==> config.mk <==
export PLATFORM = sky130hd
export DESIGN_NAME = pwr_mode_ctrl
export DESIGN_NICKNAME = d
export VERILOG_FILES = /design/src/rtl/pmc_pkg.sv /design/src/rtl/pmc_wake_sync.sv /design/src/rtl/pmc_clk_gates.sv /design/src/rtl/pmc_seq.sv /design/src/rtl/pwr_mode_ctrl.sv
export SDC_FILE = /design/constraint.sdc
export NUM_CORES = 1
export LEC_CHECK = 0
export ABC_AREA = 1
export CORE_AREA = 3 3 82 141
export CTS_BUF_LIST = sky130_fd_sc_hd__clkbuf_16
export DETAILED_ROUTE_END_ITERATION = 7
export DIE_AREA = 0 0 85 144
export DONT_BUFFER_PORTS = 1
export GPL_TIMING_DRIVEN = 0
export SYNTH_ARGS = -nofsm -noshare
export SYNTH_HDL_FRONTEND = slang
export SYNTH_SLANG_ARGS = --single-unit
==> constraint.sdc <==
create_clock -name clk -period 3.1 [get_ports clk]
set_clock_uncertainty 0.1 [all_clocks]
set_input_delay 0.62 -clock clk [delete_from_list [all_inputs] [get_ports clk]]
set_output_delay 0.62 -clock clk [all_outputs]
set_load 0.02 [all_outputs]
==> src/rtl/pmc_pkg.sv <==
package pmc_pkg;

   typedef enum logic [1:0] {
      MODE_NORMAL = 2'd0,
      MODE_SLOW   = 2'd1,
      MODE_IDLE   = 2'd2,
      MODE_SLEEP  = 2'd3
   } pmc_mode_e;

   typedef enum logic [2:0] {
      ST_RUN,
      ST_SLOW,
      ST_SW_A,
      ST_SW_B,
      ST_IDLE,
      ST_ENTER,
      ST_OFF,
      ST_STAB
   } pmc_state_e;

   localparam logic [1:0] ADDR_MODE   = 2'd0;
   localparam logic [1:0] ADDR_PERIPH = 2'd1;
   localparam logic [1:0] ADDR_STAB   = 2'd2;
   localparam logic [1:0] ADDR_STATUS = 2'd3;

endpackage

==> src/rtl/pmc_wake_sync.sv <==
module pmc_wake_sync #(
   parameter int WIDTH       = 17,
   parameter int SYNC_STAGES = 2
) (
   input  logic             clk,
   input  logic             rst_n,
   input  logic [WIDTH-1:0] async_in,
   output logic [WIDTH-1:0] rise
);

   if (SYNC_STAGES < 2) begin : g_bad_stages
      $error("pmc_wake_sync: SYNC_STAGES must be at least 2");
   end

   for (genvar i = 0; i < WIDTH; i++) begin : g_line
      logic [SYNC_STAGES-1:0] chain;
      logic                   last_q;

      always_ff @(posedge clk or negedge rst_n) begin
         if (!rst_n) begin
            chain  <= '0;
            last_q <= 1'b0;
         end else begin
            chain  <= {chain[SYNC_STAGES-2:0], async_in[i]};
            last_q <= chain[SYNC_STAGES-1];
         end
      end

      assign rise[i] = chain[SYNC_STAGES-1] & ~last_q;
   end

endmodule

==> src/rtl/pmc_clk_gates.sv <==
module pmc_clk_gates #(
   parameter int N_PERIPH = 8
) (
   input  logic                clk,
   input  logic                rst_n,
   input  logic [N_PERIPH-1:0] en_mask,
   input  logic                run,
   output logic [N_PERIPH-1:0] gate_en
);

   for (genvar i = 0; i < N_PERIPH; i++) begin : g_gate
      assign gate_en[i] = run & en_mask[i];
   end

   // a peripheral whose mask bit is clear is never clocked
   a_r2_masked_off: assert property (@(posedge clk) disable iff (!rst_n)
      (gate_en & ~en_mask) == '0);

endmodule

==> src/rtl/pmc_seq.sv <==
module pmc_seq
   import pmc_pkg::*;
#(
   parameter int CNT_W     = 16,
   parameter int ENTRY_CYC = 4
) (
   input  logic             clk,
   input  logic             rst_n,
   input  logic             mode_wr,
   input  logic [1:0]       mode_code,
   input  logic [CNT_W-1:0] stab_val,
   input  logic             irq_req,
   input  logic             wake_any,
   output pmc_mode_e        cur_mode,
   output logic             wake_take,
   output logic             pll_sel,
   output logic             cpu_clk_en,
   output logic             periph_run,
   output logic             core_pwr_en,
   output logic             core_rst_n
);

   localparam logic [CNT_W-1:0] ENTRY_LOAD = CNT_W'(ENTRY_CYC);

   pmc_state_e       state;
   pmc_mode_e        tgt;
   logic [CNT_W-1:0] cnt;

   always_ff @(posedge clk or negedge rst_n) begin
      if (!rst_n) begin
         state   <= ST_RUN;
         tgt     <= MODE_NORMAL;
         cnt     <= '0;
         pll_sel <= 1'b1;
      end else begin
         unique case (state)
            ST_RUN, ST_SLOW: begin
               if (mode_wr) begin
                  unique case (pmc_mode_e'(mode_code))
                     MODE_NORMAL: if (state == ST_SLOW) begin
                        tgt   <= MODE_NORMAL;
                        state <= ST_SW_A;
                     end
                     MODE_SLOW: if (state == ST_RUN) begin
                        tgt   <= MODE_SLOW;
                        state <= ST_SW_A;
                     end
                     MODE_IDLE:  state <= ST_IDLE;
                     MODE_SLEEP: begin
                        state <= ST_ENTER;
                        cnt   <= ENTRY_LOAD;
                     end
                  endcase
               end
            end
            ST_SW_A: begin
               pll_sel <= (tgt == MODE_NORMAL);
               state   <= ST_SW_B;
            end
            ST_SW_B: state <= (tgt == MODE_SLOW) ? ST_SLOW : ST_RUN;
            ST_IDLE: if (irq_req) begin
               tgt   <= MODE_NORMAL;
               state <= ST_SW_A;
            end
            ST_ENTER: begin
               if (wake_any) begin
                  tgt   <= MODE_NORMAL;
                  state <= ST_SW_A;
               end else if (cnt <= 1) begin
                  state <= ST_OFF;
               end else begin
                  cnt <= cnt - 1'b1;
               end
            end
            ST_OFF: if (wake_any) begin
               state <= ST_STAB;
               cnt   <= (stab_val == '0) ? CNT_W'(1) : stab_val;
            end
            ST_STAB: begin
               if (cnt <= 1) begin
                  tgt   <= MODE_NORMAL;
                  state <= ST_SW_A;
               end else begin
                  cnt <= cnt - 1'b1;
               end
            end
            default: state <= ST_RUN;
         endcase
      end
   end

   always_comb begin
      cpu_clk_en  = (state == ST_RUN) || (state == ST_SLOW);
      periph_run  = (state == ST_RUN) || (state == ST_SLOW) || (state == ST_IDLE) ||
                    (state == ST_SW_A) || (state == ST_SW_B);
      core_pwr_en = (state != ST_OFF);
      core_rst_n  = (state != ST_OFF) && (state != ST_STAB);
      wake_take   = wake_any && ((state == ST_ENTER) || (state == ST_OFF));
      unique case (state)
         ST_RUN:              cur_mode = MODE_NORMAL;
         ST_SLOW:             cur_mode = MODE_SLOW;
         ST_IDLE:             cur_mode = MODE_IDLE;
         ST_SW_A, ST_SW_B:    cur_mode = tgt;
         default:             cur_mode = MODE_SLEEP;
      endcase
   end

   // the select only moves with the CPU gate closed on both sides
   a_r4_sel_gate_low: assert property (@(posedge clk) disable iff (!rst_n)
      (pll_sel != $past(pll_sel)) |-> (!cpu_clk_en && !$past(cpu_clk_en)));

   // with core power off nothing is clocked and reset is held
   a_r6_off_quiet: assert property (@(posedge clk) disable iff (!rst_n)
      !core_pwr_en |-> (!cpu_clk_en && !periph_run && !core_rst_n));

   // power returns before reset release and CPU clock
   a_r8_power_first: assert property (@(posedge clk) disable iff (!rst_n)
      $rose(core_pwr_en) |-> (!core_rst_n && !cpu_clk_en));

   // stabilisation countdown advances by one per cycle
   a_r8_stab_count: assert property (@(posedge clk) disable iff (!rst_n)
      (state == ST_STAB && $past(state) == ST_STAB) |-> (cnt == $past(cnt) - 1'b1));

   // idle keeps the CPU gated and peripherals running
   a_r5_idle_gating: assert property (@(posedge clk) disable iff (!rst_n)
      (cur_mode == MODE_IDLE && state == ST_IDLE) |-> (!cpu_clk_en && periph_run));

endmodule

==> src/rtl/pwr_mode_ctrl.sv <==
module pwr_mode_ctrl
   import pmc_pkg::*;
#(
   parameter int DATA_W      = 32,
   parameter int N_PERIPH    = 8,
   parameter int N_EXT_WAKE  = 16,
   parameter int CNT_W       = 16,
   parameter int ENTRY_CYC   = 4,
   parameter int STAB_RST    = 16,
   parameter int SYNC_STAGES = 2
) (
   input  logic                  clk,
   input  logic                  rst_n,
   input  logic                  reg_wr,
   input  logic                  reg_rd,
   input  logic [1:0]            reg_addr,
   input  logic [DATA_W-1:0]     reg_wdata,
   output logic [DATA_W-1:0]     reg_rdata,
   input  logic                  irq_req,
   input  logic [N_EXT_WAKE-1:0] ext_wake,
   input  logic                  rtc_alarm,
   output logic                  pll_sel,
   output logic                  cpu_clk_en,
   output logic [N_PERIPH-1:0]   periph_clk_en,
   output logic                  core_pwr_en,
   output logic                  core_rst_n
);

   localparam int N_SRC = N_EXT_WAKE + 1;

   if (N_SRC + 2 > DATA_W) begin : g_bad_status
      $error("pwr_mode_ctrl: status field does not fit DATA_W");
   end
   if (N_PERIPH < 1 || N_PERIPH > DATA_W) begin : g_bad_periph
      $error("pwr_mode_ctrl: N_PERIPH out of range");
   end
   if (CNT_W > DATA_W || ENTRY_CYC < 1 || ENTRY_CYC >= (1 << CNT_W)) begin : g_bad_cnt
      $error("pwr_mode_ctrl: counter parameters out of range");
   end

   logic [N_PERIPH-1:0] periph_mask;
   logic [CNT_W-1:0]    stab_q;
   logic [N_SRC-1:0]    wake_field;
   logic [N_SRC-1:0]    wake_rise;
   logic                wake_take;
   logic                periph_run;
   pmc_mode_e           cur_mode;
   logic                unused_wdata;

   assign unused_wdata = ^reg_wdata;

   pmc_wake_sync #(.WIDTH(N_SRC), .SYNC_STAGES(SYNC_STAGES)) i_wake_sync (
      .clk      (clk),
      .rst_n    (rst_n),
      .async_in ({rtc_alarm, ext_wake}),
      .rise     (wake_rise)
   );

   pmc_seq #(.CNT_W(CNT_W), .ENTRY_CYC(ENTRY_CYC)) i_seq (
      .clk         (clk),
      .rst_n       (rst_n),
      .mode_wr     (reg_wr && reg_addr == ADDR_MODE),
      .mode_code   (reg_wdata[1:0]),
      .stab_val    (stab_q),
      .irq_req     (irq_req),
      .wake_any    (|wake_rise),
      .cur_mode    (cur_mode),
      .wake_take   (wake_take),
      .pll_sel     (pll_sel),
      .cpu_clk_en  (cpu_clk_en),
      .periph_run  (periph_run),
      .core_pwr_en (core_pwr_en),
      .core_rst_n  (core_rst_n)
   );

   pmc_clk_gates #(.N_PERIPH(N_PERIPH)) i_gates (
      .clk     (clk),
      .rst_n   (rst_n),
      .en_mask (periph_mask),
      .run     (periph_run),
      .gate_en (periph_clk_en)
   );

   always_ff @(posedge clk or negedge rst_n) begin
      if (!rst_n) begin
         periph_mask <= '1;
         stab_q      <= CNT_W'(STAB_RST);
         wake_field  <= '0;
      end else begin
         if (reg_wr && reg_addr == ADDR_PERIPH) periph_mask <= reg_wdata[N_PERIPH-1:0];
         if (reg_wr && reg_addr == ADDR_STAB)   stab_q      <= reg_wdata[CNT_W-1:0];
         if (wake_take)
            wake_field <= wake_rise;
         else if (reg_rd && reg_addr == ADDR_STATUS)
            wake_field <= '0;
      end
   end

   always_comb begin
      reg_rdata = '0;
      unique case (reg_addr)
         ADDR_MODE:   reg_rdata[1:0] = cur_mode;
         ADDR_PERIPH: reg_rdata[N_PERIPH-1:0] = periph_mask;
         ADDR_STAB:   reg_rdata[CNT_W-1:0] = stab_q;
         default: begin
            reg_rdata[1:0]       = cur_mode;
            reg_rdata[N_SRC+1:2] = wake_field;
         end
      endcase
   end

   // the wake field only changes on a wake latch or a status read
   a_r10_field_stable: assert property (@(posedge clk) disable iff (!rst_n)
      ($past(!wake_take) && !($past(reg_rd) && $past(reg_addr) == ADDR_STATUS))
      |-> $stable(wake_field));

endmodule

Word level (Yosys, flattened, before mapping). Cells that the tools add are included.

Flip-flop bits (word level): 114. Logic and storage cells: 172.

Add/subtract/negate cells: 1. $lt $le $gt $ge: 1. Equal/unequal tests: 27. Multiplexer cells: 33. Bitwise logic cells: 42. Reduce and logical (&&, ||, !) cells: 27.

Operators by type and width (number): $mux W16 (6); $pmux W16 S4 (1); $mux W17 (2); $mux W3 (9); $and A1 B1 Y1 (25); $pmux W3 S7 (1); $pmux W6 S3 (1); $not A1 Y1 (17); $reduce_or A17 Y1 (1); $le A16 B1 Y1 const B (1); $logic_not A16 Y1 (1); $pmux W2 S4 (2); $pmux W8 S2 (1); $sub A16 B1 Y16 const B (1); $eq A3 B3 Y1 const B (4); $mux W2 (6); $pmux W3 S4 (1); $ne A3 B3 Y1 const B (3); $eq A2 B2 Y1 const B (4); $ne A2 B1 Y1 const B (4); $pmux W2 S2 (2); $reduce_and A8 Y1 (1); $reduce_bool A4 Y1 (2); $reduce_and A7 Y1 (1); 15 further kinds (34).

Logic depth before layout (Yosys ltp).
Depth after elaboration: 6. Depth in mapped cells: 12. Depth with buffers taken out: 11.

By module. Synthesis repeated with hierarchy kept, for this count alone.

Cell total of the unflattened synthesis: 642. Area, all modules: 5337.6 um2.

By module, submodules not included: pwr_mode_ctrl (instances 1, cells each 260, area each 2153.3 um2); pmc_seq (instances 1, cells each 280, area each 1672.9 um2); pmc_wake_sync (instances 1, cells each 85, area each 1446.4 um2); pmc_clk_gates (instances 1, cells each 17, area each 65.1 um2).

Worst setup path after synthesis. OpenSTA, ideal clock, no wires.

Path type: input to output. Start: input reg_addr[0]. End: output reg_rdata[2]. Arrival: 1.751 ns. Setup slack: 0.629 ns. Cell stages on the path: 7. Buffers on the path: 1. Cells stage by stage: inv_1 ha_1 inv_1 nor2_1 inv_1 clkbuf_1 o21ai_0.

Cells in the longest elaborated chain, start to end: 2. Elaborated cells between the ends (all ways): 4. Classes of those cells: 2 x eq/ne; 1 x mux; 1 x reduce/logical.

RTL lines: from (decl) (line pwr_mode_ctrl.sv:16) `input logic [1:0] reg_addr,`; $eq A2 B2 Y1, or another cell as far along (line pwr_mode_ctrl.sv:101) `unique case (reg_addr)`; $pmux W6 S3 (*) (line pwr_mode_ctrl.sv:101); to (decl) (line pwr_mode_ctrl.sv:18) `output logic [DATA_W-1:0] reg_rdata,`.

Every way passes the cells marked *; elsewhere a longest branch is shown, timed or not.

Worst setup path in the final report.
Start: input reg_addr[0]. End: output reg_rdata[3].

The elaborated chain is that of the path after synthesis.

==> metrics <==
status=complete, but fails checks; failing checks=hold timing; TritonCTS buffer count=17; fin. max-slew vios=0; largest net degree at the start of global routing=about 110; Detailed Place HPWL=~9600 um; R2R setup slack=1.10 ns; clock slew at reported path FFs=0.06 ns; Total Wirelength=around 13000 um; # rows=between 40 and 50; final core utilization=roughly 57%; top post-synthesis cells by area=dfrtp_1 (50%), nand2_1 (8.4%), inv_1 (6.9%); CTS H-tree lvls=4; Post-Synthesis Cells=between 500 and 600; vias=roughly 4000; Die Y=~140 um; RR Startpoint=i_seq.state[1]; setup bufs post-CTS=0; TritonCTS clock tree=done; final hold viol count=roughly 110; placed insts=roughly 730; area leader, netlist=dfrtp_1; P_leak=slightly below 3 nW; YS warnings=0; n_diodes=0; Setup crit end kind=primary output; Wirelength per Cell=approximately 17 um; share of cells above drive strength 1=14.2%; number of max-cap violations=0; Synth Area per Inst=slightly below 9 um2; relative slew slack=a little under half; core box area=roughly 10000 um2; PwrDens=978 nW/um2; setup ws final=0.171 ns; Layout Nets=just under 700; CP startpoint kind=primary input; Final Cycle Share=between 90% and 100%; Ports=100; PostCTS Resize Cnt=0; Overflow after GRT=0; TritonRoute pass-1 iters=5; Worst Tran Pin Value=0.814 ns; worst-path fanout max=10; routability-driven placement congestion ratio=slightly below 0.9; storage element area=2840 um2; RSZ-0062 raised after global routing=no; clk sinks=approximately 110; worst setup path startpoint=reg_addr[0]; Post-route DRC=0; post-route insts no fill=about 770; vias in the first global route=4007; Max Root-Sink Buffers=2; Die W=~85 um; setup tns final=0 ns; Tmin final=2.93 ns; Multi-input gate area=~1800 um2; initial antenna violation count=0; worst min path class=primary input to asynchronous set/reset pin; Initial Utilization=between 40% and 50%; WP data required=about 2.4 ns; Yosys reg bits=between 100 and 150; highest clock rate=around 0.34 GHz; synth-to-layout area growth=15.6%; first-pass GRT wire length=just over 20000 um; global-route usage over all layers=22.5%; area of the mapped netlist=5190 um2; full die area=about 12000 um2; R2R depth=7; initial drt markers=approximately 280; PortBufs=0; Synth top area share=between 40% and 50%; drt via density=about 5.3; post-synth cell types=38; dpl ws=~0.19 ns; Crit Path Category=primary input to primary output; setup violators final=0; Hold Worst Slack=-0.203 ns; clk_lat worst skew=roughly 0.42 ns; post-synthesis sequential area ratio=54.7%; Root Buffer=clkbuf_16; fill count=approximately 940; worst endpoint data arrival time=2.21 ns; Routed Antenna Nets=0; maximum vdd drop=0.682 mV
[worst paths after layout]
| check | to |
|---|---|
| worst min-delay path | stab_q[0] |
| worst min register to register | i_wake_sync.g_line[11].chain[1] |
| worst max-delay path | reg_rdata[3] |
| worst max register to register | i_seq.cnt[9] |
| max in group asynchronous | i_seq.pll_sel |
| min in group clk | i_wake_sync.g_line[3].chain[0] |
[metrics by stage]
step / hold slack, ns / total power [mW] / cell area (um2)
global route: -0.213 / 6.24 / 6000
CTS: -0.215 / 5.91 / 6000
floorplan: 0.224 / 3.43 / 5230
global placement: 0.230 / 3.85 / 5390
detailed placement: 0.230 / 3.89 / 5390
finish: -0.203 / 5.87 / 6000
[area by class of cell]
| cell class | instances | share of cell area, % |
|---|---|---|
| multi-input combinational | 366 | 30.4 |
| inverter | 100 | 6.28 |
| clock buffer | 17 | 7.09 |
| tap | 127 | 2.65 |
| buffer | 28 | 3.23 |
| sequential | 113 | 47.3 |
| clock inverter | 15 | 3.04 |
[placed cells by master, fill, tap and decap left out, types with 10 or more instances in the layout]
cell / netlist / routed
nand2_1: 116 / 116
dfrtp_1: 103 / 103
inv_1: 95 / 95
nor2_1: 58 / 58
o21ai_0: 41 / 41
nand3_1: 33 / 33
o22ai_1: 21 / 21
a21oi_1: 19 / 19
clkbuf_16: 0 / 17
buf_4: 15 / 15
conb_1: 1 / 13
o21ai_2: 12 / 12
dfstp_2: 10 / 10
[cells by family (layout without fill, tap and decap cells)]
group	after synthesis	count (layout)	synth area share, %
other	1	13	0.0723
adder cells (fa/ha/maj)	7	7	1.69
AO/OA/AOI/OAI	114	114	13.3
AND/OR/NAND/NOR	232	232	19.2
buffers and inverters	128	160	11.0
flip-flops	113	113	54.7
[registers in the layout (all words and copies together), names as in the netlist]
name / count
i_seq.cnt: 16
i_seq.pll_sel: 1
i_seq.state: 3
i_seq.tgt: 1
i_wake_sync.g_line.chain: 34
i_wake_sync.g_line.last_q: 17
periph_mask: 8
stab_q: 16
wake_field: 17
[per-layer routing]
metal	wire, um	track usage, %
met5	0	0
met4	505	11.7
met3	766	6.44
met2	7180	40.2
met1	4550	23.8
[power by group]
group / switching (mW) / internal [mW] / leakage, nW
logic: 1.31 / 0.597 / 1.32
registers: 0.202 / 1.76 / 1.37
clock network: 0.730 / 1.27 / 0.288
total: 2.24 / 3.63 / 2.98
[cells in the mapped netlist (all sizes together)]
library cell	n
o221ai	1
clkinv	2
o21ai	59
a22oi	5
o31ai	1
conb	1
buf	22
a2bb2oi	1
a31oi	3
a21o	1
a32oi	1
dfstp	10
nor3	5
clkbuf	6
inv	98
a21oi	20
dfrtp	103
nor2	63
ha	7
o22ai	21
o21a	1
nand4	9
nand2	121
nand3	34
[critical path, stage by stage]
cell and delay (ns):
ha_1 0.15, clkbuf_1 0.40, clkinv_1 0.42, o221ai_1 0.62
(Power assumes the default switching activity.)
